File: config.mk
export PLATFORM = sky130hd
export DESIGN_NAME = loop_token_engine
export DESIGN_NICKNAME = d
export VERILOG_FILES = /design/src/rtl/lte_pkg.sv /design/src/rtl/lte_pair_mux.sv /design/src/rtl/lte_entry_stage.sv /design/src/rtl/lte_loop_stage.sv /design/src/rtl/lte_return_stage.sv /design/src/rtl/loop_token_engine.sv
export SDC_FILE = /design/constraint.sdc
export NUM_CORES = 1
export LEC_CHECK = 0
export ABC_AREA = 1
export BUFFER_PORTS_ARGS = -buffer_cell sky130_fd_sc_hd__buf_2
export CORE_MARGIN = 1.5
export CORE_UTILIZATION = 50
export CTS_CLUSTER_SIZE = 30
export DETAILED_ROUTE_END_ITERATION = 8
export PLACE_DENSITY = 0.7
export SLEW_MARGIN = 20
export SYNTH_ARGS = -nofsm -noshare
export SYNTH_HDL_FRONTEND = slang
export SYNTH_SLANG_ARGS = --single-unit
export TNS_END_PERCENT = 1
File: constraint.sdc
create_clock -name clk -period 2.3 [get_ports clk]
set_input_delay 0 -clock clk [delete_from_list [all_inputs] [get_ports clk]]
set_output_delay 0 -clock clk [all_outputs]
set_load 0.02 [all_outputs]
File: src/rtl/lte_pkg.sv
package lte_pkg;

  typedef enum logic [1:0] {
    LS_IDLE = 2'd0,
    LS_RUN  = 2'd1,
    LS_EXIT = 2'd2
  } loop_state_e;

  function automatic int unsigned tri_sum(input int unsigned n);
    int unsigned acc;
    acc = 0;
    for (int unsigned k = 0; k < n; k++) acc += k;
    return acc;
  endfunction

endpackage

File: src/rtl/lte_pair_mux.sv
module lte_pair_mux #(
  parameter int W = 8
) (
  input  logic [W-1:0] a,
  input  logic         sel_a,
  input  logic [W-1:0] b,
  input  logic         sel_b,
  input  logic [W-1:0] hold,
  output logic [W-1:0] y
);
  always_comb begin
    if (sel_a)      y = a;
    else if (sel_b) y = b;
    else            y = hold;
  end
endmodule

File: src/rtl/lte_entry_stage.sv
module lte_entry_stage #(
  parameter int IDX_W    = 8,
  parameter int SUM_W    = 16,
  parameter int CALLER_W = 4
) (
  input  logic                clk,
  input  logic                rst,
  input  logic                start_valid,
  output logic                start_ready,
  input  logic [CALLER_W-1:0] start_caller,
  input  logic                ret_done,
  output logic                out_valid,
  input  logic                out_ready,
  output logic [IDX_W-1:0]    out_idx,
  output logic [SUM_W-1:0]    out_sum,
  output logic [CALLER_W-1:0] out_caller,
  output logic                pred_fire
);
  logic                flight_q;
  logic                valid_q;
  logic [CALLER_W-1:0] caller_q;
  logic                accept;

  assign start_ready = !flight_q;
  assign accept      = start_valid && start_ready;
  assign pred_fire   = accept;

  always_ff @(posedge clk) begin
    if (rst) begin
      flight_q <= 1'b0;
      valid_q  <= 1'b0;
      caller_q <= '0;
    end else begin
      if (accept)        flight_q <= 1'b1;
      else if (ret_done) flight_q <= 1'b0;
      if (accept) begin
        valid_q  <= 1'b1;
        caller_q <= start_caller;
      end else if (out_ready) begin
        valid_q  <= 1'b0;
      end
    end
  end

  assign out_valid  = valid_q;
  assign out_idx    = '0;
  assign out_sum    = '0;
  assign out_caller = caller_q;

  p_busy_after_start_r2: assert property (@(posedge clk) disable iff (rst)
    accept |=> !start_ready);
endmodule

File: src/rtl/lte_loop_stage.sv
module lte_loop_stage
  import lte_pkg::*;
#(
  parameter int IDX_W    = 8,
  parameter int SUM_W    = 16,
  parameter int CALLER_W = 4,
  parameter int LIMIT    = 10
) (
  input  logic                clk,
  input  logic                rst,
  input  logic                in_valid,
  output logic                in_ready,
  input  logic [IDX_W-1:0]    in_idx,
  input  logic [SUM_W-1:0]    in_sum,
  input  logic [CALLER_W-1:0] in_caller,
  output logic                out_valid,
  input  logic                out_ready,
  output logic [SUM_W-1:0]    out_sum,
  output logic [CALLER_W-1:0] out_caller
);
  localparam logic [IDX_W-1:0] LAST_IDX = (LIMIT > 0) ? IDX_W'(LIMIT - 1) : '0;

  loop_state_e         state_q;
  logic [IDX_W-1:0]    idx_q, idx_nx;
  logic [SUM_W-1:0]    sum_q, sum_nx;
  logic [CALLER_W-1:0] caller_q;
  logic                load, step;

  assign in_ready = (state_q == LS_IDLE);
  assign load     = in_valid && in_ready;
  assign step     = (state_q == LS_RUN);

  lte_pair_mux #(.W(IDX_W)) u_idx_mux (
    .a(in_idx), .sel_a(load), .b(idx_q + 1'b1), .sel_b(step),
    .hold(idx_q), .y(idx_nx));

  lte_pair_mux #(.W(SUM_W)) u_sum_mux (
    .a(in_sum), .sel_a(load), .b(sum_q + SUM_W'(idx_q)), .sel_b(step),
    .hold(sum_q), .y(sum_nx));

  always_ff @(posedge clk) begin
    if (rst) begin
      state_q  <= LS_IDLE;
      idx_q    <= '0;
      sum_q    <= '0;
      caller_q <= '0;
    end else begin
      idx_q <= idx_nx;
      sum_q <= sum_nx;
      if (load) caller_q <= in_caller;
      unique case (state_q)
        LS_IDLE: if (load) state_q <= (LIMIT == 0) ? LS_EXIT : LS_RUN;
        LS_RUN:  if (idx_q == LAST_IDX) state_q <= LS_EXIT;
        LS_EXIT: if (out_ready) state_q <= LS_IDLE;
        default: state_q <= LS_IDLE;
      endcase
    end
  end

  assign out_valid  = (state_q == LS_EXIT);
  assign out_sum    = sum_q;
  assign out_caller = caller_q;

  p_step_update_r10: assert property (@(posedge clk) disable iff (rst)
    step |=> (idx_q == $past(idx_q) + 1'b1) && (sum_q == $past(sum_q) + SUM_W'($past(idx_q))));
  p_load_step_excl_r10: assert property (@(posedge clk) disable iff (rst)
    $onehot0({load, step}));
endmodule

File: src/rtl/lte_return_stage.sv
module lte_return_stage #(
  parameter int SUM_W    = 16,
  parameter int CALLER_W = 4
) (
  input  logic                clk,
  input  logic                rst,
  input  logic                in_valid,
  output logic                in_ready,
  input  logic [SUM_W-1:0]    in_sum,
  input  logic [CALLER_W-1:0] in_caller,
  input  logic                pred_fire,
  output logic                ret_valid,
  input  logic                ret_ready,
  output logic [SUM_W-1:0]    ret_value,
  output logic [CALLER_W-1:0] ret_caller,
  output logic                ret_done
);
  logic                data_full_q, pred_full_q;
  logic [SUM_W-1:0]    value_q;
  logic [CALLER_W-1:0] caller_q;

  assign in_ready  = !data_full_q;
  assign ret_valid = data_full_q && pred_full_q;
  assign ret_done  = ret_valid && ret_ready;

  always_ff @(posedge clk) begin
    if (rst) begin
      data_full_q <= 1'b0;
      pred_full_q <= 1'b0;
      value_q     <= '0;
      caller_q    <= '0;
    end else begin
      if (in_valid && in_ready) begin
        data_full_q <= 1'b1;
        value_q     <= in_sum;
        caller_q    <= in_caller;
      end else if (ret_done) begin
        data_full_q <= 1'b0;
      end
      if (pred_fire)     pred_full_q <= 1'b1;
      else if (ret_done) pred_full_q <= 1'b0;
    end
  end

  assign ret_value  = value_q;
  assign ret_caller = caller_q;

  p_hold_offer_r6: assert property (@(posedge clk) disable iff (rst)
    (ret_valid && !ret_ready) |=> (ret_valid && $stable(ret_value) && $stable(ret_caller)));
endmodule

File: src/rtl/loop_token_engine.sv
module loop_token_engine
  import lte_pkg::*;
#(
  parameter int IDX_W    = 8,
  parameter int SUM_W    = 16,
  parameter int CALLER_W = 4,
  parameter int LIMIT    = 10
) (
  input  logic                clk,
  input  logic                rst,
  input  logic                start_valid,
  output logic                start_ready,
  input  logic [CALLER_W-1:0] start_caller,
  output logic                ret_valid,
  input  logic                ret_ready,
  output logic [SUM_W-1:0]    ret_value,
  output logic [CALLER_W-1:0] ret_caller
);
  localparam longint SUM_MAX = longint'(tri_sum(LIMIT));

  if (SUM_MAX >= (longint'(1) << SUM_W) || LIMIT >= (1 << IDX_W)) begin : g_width_check
    $error("loop_token_engine: SUM_W or IDX_W too narrow for LIMIT");
  end

  logic                e2l_valid, e2l_ready, pred_fire, ret_done;
  logic [IDX_W-1:0]    e2l_idx;
  logic [SUM_W-1:0]    e2l_sum, l2r_sum;
  logic [CALLER_W-1:0] e2l_caller, l2r_caller;
  logic                l2r_valid, l2r_ready;

  lte_entry_stage #(.IDX_W(IDX_W), .SUM_W(SUM_W), .CALLER_W(CALLER_W)) u_entry (
    .clk(clk), .rst(rst),
    .start_valid(start_valid), .start_ready(start_ready), .start_caller(start_caller),
    .ret_done(ret_done),
    .out_valid(e2l_valid), .out_ready(e2l_ready),
    .out_idx(e2l_idx), .out_sum(e2l_sum), .out_caller(e2l_caller),
    .pred_fire(pred_fire));

  lte_loop_stage #(.IDX_W(IDX_W), .SUM_W(SUM_W), .CALLER_W(CALLER_W), .LIMIT(LIMIT)) u_loop (
    .clk(clk), .rst(rst),
    .in_valid(e2l_valid), .in_ready(e2l_ready),
    .in_idx(e2l_idx), .in_sum(e2l_sum), .in_caller(e2l_caller),
    .out_valid(l2r_valid), .out_ready(l2r_ready),
    .out_sum(l2r_sum), .out_caller(l2r_caller));

  lte_return_stage #(.SUM_W(SUM_W), .CALLER_W(CALLER_W)) u_ret (
    .clk(clk), .rst(rst),
    .in_valid(l2r_valid), .in_ready(l2r_ready),
    .in_sum(l2r_sum), .in_caller(l2r_caller),
    .pred_fire(pred_fire),
    .ret_valid(ret_valid), .ret_ready(ret_ready),
    .ret_value(ret_value), .ret_caller(ret_caller),
    .ret_done(ret_done));

  p_no_ret_in_reset_r9: assert property (@(posedge clk)
    rst |=> !ret_valid);
  p_single_return_r8: assert property (@(posedge clk) disable iff (rst)
    (ret_valid && ret_ready) |=> !ret_valid);
endmodule

==> run_results.csv <==
group,metric,value,unit
run_status,status,"finished clean",
synth,async_flop_share,0,%
floorplan,rows,26,
global_route,grt_pass1_wl,10230,µm
synth,seq_area_frac_synth,41.30,%
route,wl_per_cell,12.07,µm
global_route,grt_antenna_before_repair,0,
layout,insertedDiodeCount,0,
run,drv_cap,0,
power_and_ir_drop,p_leak,1.393,nW
synth,mappedNetlistArea,0.002763,mm²
synth,ys_ff_latch,57,
floorplan,ioPinCount,30,
route,ant_nets,0,
timing,slew_headroom,52.20,%
power_and_ir_drop,combPwrFrac,11.0,%
timing,finalClockSkew,0.006660,ns
layout,syn_to_final_growth,16.89,%
synth,yosysTopAreaCellShare,41.30,%
power_and_ir_drop,clkPwrFrac,39.5,%
layout,regArea,0.001141,mm²
timing,tightest_slew,0.7162,ns
power_and_ir_drop,power_density,664.7,mW/mm²
critical_path,cp-start-kind,"input pin",
cts,cts_inserted_buffers,9,
layout,design_area,0.003229,mm²
route,drt_first_pass_iters,4,
synth,synthTopCellsByCount,"nand2_1 (68), dfxtp_1 (57), inv_1 (56)",
synth,yosysWarnings,0,
cts,cts-root-buf,"clkbuf_8",
global_route,overflow,0,
place,dp_hpwl,4333,µm
timing,finalSetupTns,0,ns
synth,syn_inst,380,
route,via_per_inst,4.939,
timing,slew_violations,0,
synth,synth.area.top_cells,"dfxtp_1 (41%), nand2_1 (9.2%), inv_1 (7.6%), o21ai_0 (6.5%), a21oi_1 (6.3%)",
global_route,grt_pass1_vias,2285,
route,vias,2445,
timing,setup_viol_count_final,0,
critical_path,worstPathCellList,"dlygate4sd3_1 > buf_2 > inv_1 > nand2_1 > a21oi_1 > dlygate4sd3_1",
layout,fin_util,62.04,%
global_route,grt_max_degree,30,
synth,yosysMostFrequentCell,"nand2_1",
timing,rsz0062_at_grt,"no",
route,totalWireLength,5974,µm
critical_path,r2r-start,"u_loop.idx_q[0]$_SDFFE_PP0P_",
synth,synthesis.nets,399,
layout,fillers,497,
cts,clkSlewWorstSetupHoldPaths,0.06,ns
critical_path,cp_common_cell,"dlygate4sd3_1",
power_and_ir_drop,ir_drop,0.3995,mV
floorplan,dieHeight,77.33,µm
cts,clk_path_buf_depth,2,
cts,clkSinkCount,57,
critical_path,crit_slowest_cell,"inv_1",
synth,synth_ff_type,"dfxtp_1",
power_and_ir_drop,power_frac_seq,49.5,%
route,drtIter0Drc,111,
synth,synth-edff-count,0,
worst_hold_path,hp-class,"input pin to flip-flop",
place,dp_cells,472,
cts,clk_latency,0.34,ns
power_and_ir_drop,switching_share,25.98,%
layout,drive_above_1_share,15.53,%
cts,cts_setup_buffers,0,
timing,min_period,1.857,ns
worst_hold_path,hp-start,"start_caller[1]",
critical_path,path_max_fanout,29,
critical_path,crit_path_end_kind,"flip-flop",
synth,synth_area_leader_cell,"dfxtp_1",
synth,yosysUniqueCellTypes,31,
floorplan,die_w,77.33,µm
power_and_ir_drop,power,0.002147,W
critical_path,path_buf_inv,4,
critical_path,cp-startpoint,"rst",
critical_path,cpPeakStageDelay,0.55,ns
floorplan,coreArea,0.005205,mm²
timing,period_share,80.73,%
critical_path,cp.required,2.58,ns
power_and_ir_drop,intPower,0.001589,W
place,postPlaceCellArea,0.002968,mm²
synth,syn_area_per_cell,7.270,µm²
layout,multiInputGateArea,0.001348,mm²
critical_path,cp_top_family,"buffers and inverters",
floorplan,die_area,0.005980,mm²
critical_path,arrival,2.14,ns
cts,cts_tree,"done",
floorplan,initial_core_util,53.08,%
layout,num-nets-final,440,
critical_path,crit_type,"input pin to flip-flop",
layout,instances_no_fill,495,
route,drc,0,
timing,max_clock_freq,538.6,MHz
power_and_ir_drop,p_sw,0.0005577,W
timing,hold_viol,0,
global_route,grt_usage,21.94,%
place,finalWeightedCongestion,0.9152,
cts,cts_max_level,3,
place,port_buffers,29,
## area by class of cell
class | count | area share [%]
clock buffer | 13 | 5.231
clock inverter | 2 | 0.3874
inverter | 59 | 6.935
multi-input combinational | 254 | 41.73
sequential | 57 | 35.33
tap | 70 | 2.712
timing repair buffer | 40 | 7.671
## power groups by stage
stage	Sequential, W	Clock [W]	Combinational (W)
final	0.00106	0.000849	0.000236
after global placement	0.00108	0	0.000220
after global routing	0.00107	0.000914	0.000268
after detailed placement	0.00108	0	0.000224
after floorplan	0.00110	0	0.000144
after CTS	0.00106	0.000872	0.000236
## final timing paths
| kind | end | slack (ns) | depth (start not counted) |
|---|---|---|---|
| max | u_entry.flight_q$_SDFFE_PP0P_ | 0.44 | 6 |
| min | u_entry.out_caller[1]$_SDFFE_PP0P_ | 0.43 | 4 |
| max reg2reg | u_loop.out_sum[12]$_SDFFE_PP0P_ | 0.50 | 9 |
| min reg2reg | u_ret.ret_value[6]$_SDFFE_PP0P_ | 0.44 | 2 |
## flip-flops by register name (all words and copies together) (netlist names)
register,count
u_entry.flight_q,1
u_entry.out_caller,4
u_entry.out_valid,1
u_loop.idx_q,8
u_loop.out_caller,4
u_loop.out_sum,16
u_loop.state_q,2
u_ret.data_full_q,1
u_ret.ret_caller,4
u_ret.ret_value,16
## logic make-up (layout without fill, tap and decap cells)
family          count (synthesis)  count (layout)  synth area share, %
compound gates                 84              84                16.71
xor+xnor                        7               7                2.219
fa+ha+maj                      11              11                5.254
buf+inv                        69             114                9.918
flops                          57              57                41.30
simple gates                  152             152                24.59
## layer usage
metal / vias up / global-route usage [%] / part of all wire (%)
met4: 0 / 7.636 / 1.3
met2: 32 / 35.26 / 45
li1: 1298 / - / -
met5: - / 0 / 0
met3: 8 / 6.824 / 3.4
met1: 1107 / 27.83 / 50
## placed cells by master, fill, tap and decap left out, types with 2 or more instances in the layout
master | synthesis | final
nor2_1 | 45 | 45
o21ai_1 | 2 | 2
nor3_1 | 2 | 2
ha_1 | 10 | 10
inv_1 | 56 | 56
clkbuf_8 | 0 | 12
inv_2 | 2 | 2
o21ai_0 | 36 | 36
dlygate4sd3_1 | 0 | 8
nand3_1 | 23 | 23
nand4_1 | 2 | 2
xor2_1 | 3 | 3
nand3b_1 | 4 | 4
a21oi_2 | 8 | 8
a21oi_1 | 35 | 35
dfxtp_1 | 57 | 57
nor4_2 | 3 | 3
buf_4 | 0 | 3
nand2_1 | 68 | 68
buf_2 | 3 | 29
xnor2_1 | 4 | 4
## worst min-delay path: stages
cell	delay, ns
dlygate4sd3_1	0.52
buf_2	0.09
nor2_1	0.03
nor2_1	0.09
## metrics by stage
| step | setup slack, ns | hold slack, ns |
|---|---|---|
| 5_1_grt | 0.3435 | 0.4313 |
| 3_5_place_dp | 0.5325 | 0.2303 |
| 4_1_cts | 0.4865 | 0.4178 |
| 2_1_floorplan | 0.6807 | 0.06907 |
| 3_3_place_gp | 0.5671 | 0.2195 |
| 6_report | 0.4432 | 0.4298 |
## repair_timing
action / in CTS / in global routing
resized for setup: 0 / 0
endpoints found under the hold margin: 9 / 0
hold buffers: 8 / 0
Power figures use the tool's default switching activity.
